$ cat src/rtl/pf_sram_pkg.sv
package pf_sram_pkg;

  // Strobes from the access control to the array datapath
  typedef struct packed {
    logic capture;  // latch address and data of the current write cycle
    logic commit;   // write the latched pair into the array
    logic readEn;   // serve a read of the presented address
  } pfStrobe_t;

  // Decoded pin state
  typedef enum logic [1:0] {
    ACC_IDLE  = 2'd0,
    ACC_READ  = 2'd1,
    ACC_WRITE = 2'd2,
    ACC_OFF   = 2'd3
  } pfAccess_e;

endpackage

$ cat src/rtl/pf_sram_ctrl.sv
module pf_sram_ctrl
  import pf_sram_pkg::*;
#(
  parameter int HOLD_CYC = 16
) (
  input  logic      clk,
  input  logic      rstN,
  input  logic      eN,
  input  logic      gN,
  input  logic      wN,
  input  logic      supplyOk,
  input  logic      onBackup,
  output pfStrobe_t strb
);

  localparam int CNT_W = $clog2(HOLD_CYC + 1);
  localparam logic [CNT_W-1:0] CNT_MAX = CNT_W'(HOLD_CYC);

  pfAccess_e       access;
  logic            supplyGood;
  logic            inWrite;
  logic            prevInWrite;
  logic            pulseStart;
  logic            writeBlocked;
  logic            acceptNow;
  logic            wrActive;
  logic [CNT_W-1:0] goodCnt;

  // Pin decode; E high wins over everything, W low wins over G
  always_comb begin
    if (eN)
      access = ACC_IDLE;
    else if (!wN)
      access = ACC_WRITE;
    else if (!gN)
      access = ACC_READ;
    else
      access = ACC_OFF;
  end

  assign supplyGood   = supplyOk && !onBackup;
  assign inWrite      = (access == ACC_WRITE);
  assign pulseStart   = inWrite && !prevInWrite;
  assign writeBlocked = !supplyGood || (goodCnt != CNT_MAX);
  assign acceptNow    = pulseStart && !writeBlocked;

  // Stability counter for release of write protection
  always_ff @(posedge clk or negedge rstN) begin
    if (!rstN)
      goodCnt <= '0;
    else if (!supplyGood)
      goodCnt <= '0;
    else if (goodCnt != CNT_MAX)
      goodCnt <= goodCnt + 1'b1;
  end

  // Pulse edge tracking and write-in-progress flag
  always_ff @(posedge clk or negedge rstN) begin
    if (!rstN) begin
      prevInWrite <= 1'b0;
      wrActive    <= 1'b0;
    end else begin
      prevInWrite <= inWrite;
      if (acceptNow)
        wrActive <= 1'b1;
      else if (strb.commit)
        wrActive <= 1'b0;
    end
  end

  always_comb begin
    strb.readEn  = (access == ACC_READ) && supplyGood;
    strb.capture = acceptNow || (wrActive && inWrite && supplyGood);
    strb.commit  = wrActive && (!inWrite || !supplyGood);
  end


  arm_on_start_chk: assert property (@(posedge clk) disable iff (!rstN)
    $rose(wrActive) |-> $past(inWrite && !prevInWrite));


  release_needs_good_chk: assert property (@(posedge clk) disable iff (!rstN)
    (goodCnt != '0) |-> $past(supplyGood));


  fail_ends_write_chk: assert property (@(posedge clk) disable iff (!rstN)
    (wrActive && !supplyGood) |=> !wrActive);

endmodule

$ cat src/rtl/pf_sram_dpath.sv
module pf_sram_dpath
  import pf_sram_pkg::*;
#(
  parameter int ADDR_W = 6,
  parameter int DATA_W = 8
) (
  input  logic              clk,
  input  logic              rstN,
  input  pfStrobe_t         strb,
  input  logic [ADDR_W-1:0] addr,
  input  logic [DATA_W-1:0] dataIn,
  output logic [DATA_W-1:0] dataOut,
  output logic              busDrive
);

  localparam int DEPTH = 1 << ADDR_W;

  logic [DATA_W-1:0] mem [DEPTH];
  logic [ADDR_W-1:0] latAddr;
  logic [DATA_W-1:0] latData;

  // Write latch, refreshed on each accepted write cycle
  always_ff @(posedge clk or negedge rstN) begin
    if (!rstN) begin
      latAddr <= '0;
      latData <= '0;
    end else if (strb.capture) begin
      latAddr <= addr;
      latData <= dataIn;
    end
  end

  // Array storage, no reset
  always_ff @(posedge clk) begin
    if (strb.commit)
      mem[latAddr] <= latData;
  end

  // Registered read path and bus enable
  always_ff @(posedge clk or negedge rstN) begin
    if (!rstN) begin
      dataOut  <= '0;
      busDrive <= 1'b0;
    end else begin
      busDrive <= strb.readEn;
      if (strb.readEn)
        dataOut <= mem[addr];
      else
        dataOut <= '0;
    end
  end


  drive_follows_read_chk: assert property (@(posedge clk) disable iff (!rstN)
    busDrive |-> $past(strb.readEn));

endmodule

$ cat src/rtl/pf_sram_port.sv
module pf_sram_port
  import pf_sram_pkg::*;
#(
  parameter int ADDR_W   = 6,
  parameter int DATA_W   = 8,
  parameter int HOLD_CYC = 16
) (
  input  logic              clk,
  input  logic              rstN,
  input  logic              eN,
  input  logic              gN,
  input  logic              wN,
  input  logic [ADDR_W-1:0] addr,
  input  logic [DATA_W-1:0] dataIn,
  input  logic              supplyOk,
  input  logic              onBackup,
  output logic [DATA_W-1:0] dataOut,
  output logic              busDrive
);

  pfStrobe_t strb;

  pf_sram_ctrl #(
    .HOLD_CYC(HOLD_CYC)
  ) uCtrl (
    .clk     (clk),
    .rstN    (rstN),
    .eN      (eN),
    .gN      (gN),
    .wN      (wN),
    .supplyOk(supplyOk),
    .onBackup(onBackup),
    .strb    (strb)
  );

  pf_sram_dpath #(
    .ADDR_W(ADDR_W),
    .DATA_W(DATA_W)
  ) uDpath (
    .clk     (clk),
    .rstN    (rstN),
    .strb    (strb),
    .addr    (addr),
    .dataIn  (dataIn),
    .dataOut (dataOut),
    .busDrive(busDrive)
  );


  fail_deselect_chk: assert property (@(posedge clk) disable iff (!rstN)
    (!supplyOk || onBackup) |=> !busDrive);


  deselect_no_drive_chk: assert property (@(posedge clk) disable iff (!rstN)
    eN |=> !busDrive);


  off_no_drive_chk: assert property (@(posedge clk) disable iff (!rstN)
    (!eN && gN && wN) |=> !busDrive);


  commit_after_write_chk: assert property (@(posedge clk) disable iff (!rstN)
    strb.commit |-> $past(!eN && !wN));

endmodule

$ cat config.mk
export PLATFORM = sky130hd
export DESIGN_NAME = pf_sram_port
export DESIGN_NICKNAME = d
export VERILOG_FILES = /design/src/rtl/pf_sram_pkg.sv /design/src/rtl/pf_sram_ctrl.sv /design/src/rtl/pf_sram_dpath.sv /design/src/rtl/pf_sram_port.sv
export SDC_FILE = /design/constraint.sdc
export NUM_CORES = 1
export LEC_CHECK = 0
export BUFFER_PORTS_ARGS = -buffer_cell sky130_fd_sc_hd__buf_2
export CORE_ASPECT_RATIO = 1.75
export CORE_MARGIN = 3
export CORE_UTILIZATION = 45
export DETAILED_ROUTE_END_ITERATION = 10
export PLACE_DENSITY_LB_ADDON = 0.08
export SLEW_MARGIN = 15
export SYNTH_ARGS = -nofsm -noshare
export SYNTH_HDL_FRONTEND = slang
export SYNTH_SLANG_ARGS = --single-unit
$ cat constraint.sdc
create_clock -name clk -period 5.4 [get_ports clk]
set_clock_uncertainty 0.2 [all_clocks]
set_input_delay 0 -clock clk [delete_from_list [all_inputs] [get_ports clk]]
set_output_delay 0 -clock clk [all_outputs]
set_load 0.005 [all_outputs]
==> flow_metrics.py <==
metrics = {
    "outcome": {
        "status": "completed",
    },
    "clocking": {
        "post-cts-setup-buffers": 0,
        "ctsResizeCount": 0,
        "clk_pin_slew_ns": 0.06,
        "cts_sinks": 542,
        "root_buffer": "clkbuf_16",
        "cts_made_buffers": 50,
        "clk_latency_ns": 0.57,
        "cts_max_level": 2,
        "postCtsHoldBufs": 27,
        "clockBufferDepth": 3,
        "cts_tree": "built",
    },
    "logic_synthesis": {
        "synthTopCellsByArea": "edfxtp_1, mux4_2, dfrtp_1, mux2i_1, nor2_1",
        "async_flop_share": 0.0554,
        "syn_area_um2": 21100,
        "synth-xor-area-share": 0.00166,
        "synth_mux_area_frac": 0.167,
        "synth.avg_cell_area_um2": 21.3,
        "netlist_instances": 994,
        "ys_seq_area_frac": 0.763,
        "synth.distinct_cells": 48,
        "synth_ff_type": "edfxtp_1",
        "synthAdderAreaFrac": 0.00118,
        "synth_edf_count": 512,
        "ys_ff_latch": 542,
        "yosysWarnings": 0,
        "synth_top_family_by_area": "multiplexers",
        "yosysTopAreaCell": "edfxtp_1",
        "synth_nets": 1017,
        "synthTopCellsByCount": "edfxtp_1, mux4_2, nor2_1",
        "synth_compound_area_frac": 0.0182,
        "synth_top_area_share": 0.728,
        "synth-simple-area-share": 0.0326,
        "yosysMostFrequentCell": "edfxtp_1",
    },
    "final_layout": {
        "drive_gt1_frac": 0.245,
        "nNetsFinal": 1091,
        "fin_util": 0.515,
        "stdcell_count": 1692,
        "antenna_cells": 0,
        "synthToLayoutAreaGrowth_pct": 12.6,
        "nFillCells": 3656,
    },
    "global_route": {
        "grt_overflow": 0,
        "antenna_found_initial": 0,
        "grt_usage": 0.199,
        "grt_max_degree": 66,
        "grt_pass1_wl_um": 71600,
        "grt_pass1_vias": 10402,
    },
    "timing": {
        "setup_slack_ns": 2.54,
        "fin_crit_ns": 2.86,
        "setup_tns_ns": 0,
        "relSlewSlack": 0.333,
        "hold_violations": 0,
        "maxSlewViolCount": 0,
        "rsz0062_at_grt": "no",
        "setup_viol": 0,
        "fin_crit_sh": 0.529,
        "fmax_mhz": 350,
        "worstMarginPinSlew_ns": 0.997,
    },
    "setup_path": {
        "critPathCaptureType": "register",
        "critPathKind": "input pin to register",
        "max_stage_delay_ns": 0.72,
        "cp.required_ns": 5.70,
        "cp_common_cell": "buf_4",
        "path_max_fanout": 47,
        "start_kind": "input pin",
        "crit_chain": "dlygate4sd3_1 -> buf_4 -> buf_4 -> mux4_2 -> mux2i_1 -> a22o_1 -> a2111oi_0 -> or3_1",
        "worstPathArrival_ns": 3.15,
        "cp_slowest_cell": "a2111oi_0",
    },
    "floorplan": {
        "ioPinCount": 30,
        "placeableCoreArea_um2": 46200,
        "rows": 104,
        "start_util": 0.457,
        "die_w_um": 170,
        "die_h_um": 293,
        "die_area_um2": 49700,
    },
    "place": {
        "place_ws_ns": 2.24,
        "io_buffers": 29,
        "placed_cells": 1572,
        "hpwl_um": 29900,
        "gp_congestion": 0.757,
    },
    "worst_hold_path": {
        "hold_class": "input pin to register",
    },
    "pwr": {
        "ir_worst_vdd_mv": 0.266,
        "leakage_nw": 6.73,
        "power_w": 0.00836,
        "power.density_nw_per_um2": 351,
    },
    "detailed_routing": {
        "drc": 0,
        "wl_um": 48700,
        "vias": 9801,
        "firstDrtPassIters": 5,
        "drt_iter0_drc": 795,
        "drtAntennaViolNets": 0,
        "wire_per_inst_um": 28.8,
        "vias_per_cell": 5.79,
    },
    "run": {
        "drv_cap": 0,
    },
}
## metrics by stage
stage / hold slack, ns / cell area [um^2]
finish: 0.0228 / 23800
global route: 0.0164 / 23800
CTS: 0.00508 / 23800
detailed placement: -0.0499 / 21800
global placement: -0.0554 / 21800
floorplan: -0.496 / 21100
## routing by layer
layer,vias to the layer above,routed length (um),global-route usage
li1,4254,-,-
met1,5227,19400,0.252
met5,-,0,0
met4,0,1690,0.0677
met2,235,25900,0.355
met3,85,1790,0.0250
## sequential cells by signal, summed over array words and instances, names as in the netlist
signal,cells
uDpath.busDrive,1
uCtrl.prevInWrite,1
uCtrl.wrActive,1
uDpath.latData,8
uDpath.latAddr,6
uDpath.mem,512
uCtrl.goodCnt,5
uDpath.dataOut,8
## where the power goes
group	total, W	internal (W)	switching [W]
registers	0.00454	0.00453	0.00000373
clock network	0.00360	0.00210	0.00150
logic	0.000219	0.0000934	0.000126
total	0.00836	0.00672	0.00163
## worst max-delay path, delay by kind of cell
kind / cells / cell delay (ns)
buf+inv: 3 / 1.59
compound gates: 2 / 0.93
simple gates: 1 / 0.20
mux: 2 / 0.34
## final cells by class
type                    count  area (um^2)  area share
clock buffers              70         1400      0.0589
clock inverters            23          264      0.0111
inverters                   4         15.0    0.000631
multi-input cells         398         4660       0.196
flip-flops and latches    542        16100       0.679
well taps                 583          729      0.0307
repair buffers             72          573      0.0241
## cell families after synthesis
| kind of cell | count (synthesis) |
|---|---|
| adder cells (fa/ha/maj) | 2 |
| flip-flops | 542 |
| multiplexers | 187 |
| XOR/XNOR | 4 |
| AND/OR/NAND/NOR | 151 |
| AO/OA/AOI/OAI | 54 |
| buffers and inverters | 54 |
## path summary, 6_finish.rpt
check,cells past startpoint,startpoint,slack [ns],endpoint
setup / recovery,8,addr[2],2.54,uDpath.dataOut[6]$_DFF_PN0_
max in group asynchronous,4,rstN,4.49,uDpath.latData[5]$_DFFE_PN0P_
hold / removal,3,dataIn[7],0.02,uDpath.latData[7]$_DFFE_PN0P_
hold reg to reg,2,uCtrl.goodCnt[4]$_DFFE_PN0P_,0.36,uCtrl.goodCnt[4]$_DFFE_PN0P_
min in group asynchronous,4,rstN,0.29,uDpath.latAddr[4]$_DFFE_PN0P_
setup reg to reg,4,uCtrl.wrActive$_DFFE_PN0P_,2.69,uDpath.mem[38][4]$_DFFE_PP_
## cell usage in the layout, fill, tap and decap left out, types with 5 or more instances in the layout
cell type / count
clkinv_2: 7
dlygate4sd3_1: 26
nor3_1: 9
buf_4: 16
nand2_1: 16
bufinv_16: 6
a22oi_1: 9
a21oi_1: 9
clkbuf_1: 16
nor2b_1: 12
dfrtp_1: 22
buf_2: 26
o211ai_1: 5
nor2_1: 82
edfxtp_1: 512
mux4_2: 125
mux2_2: 20
clkinv_1: 7
clkbuf_16: 53
nand3_1: 13
dfrtp_2: 5
mux2i_1: 38
Note: power is estimated with default switching activity, not from simulation.
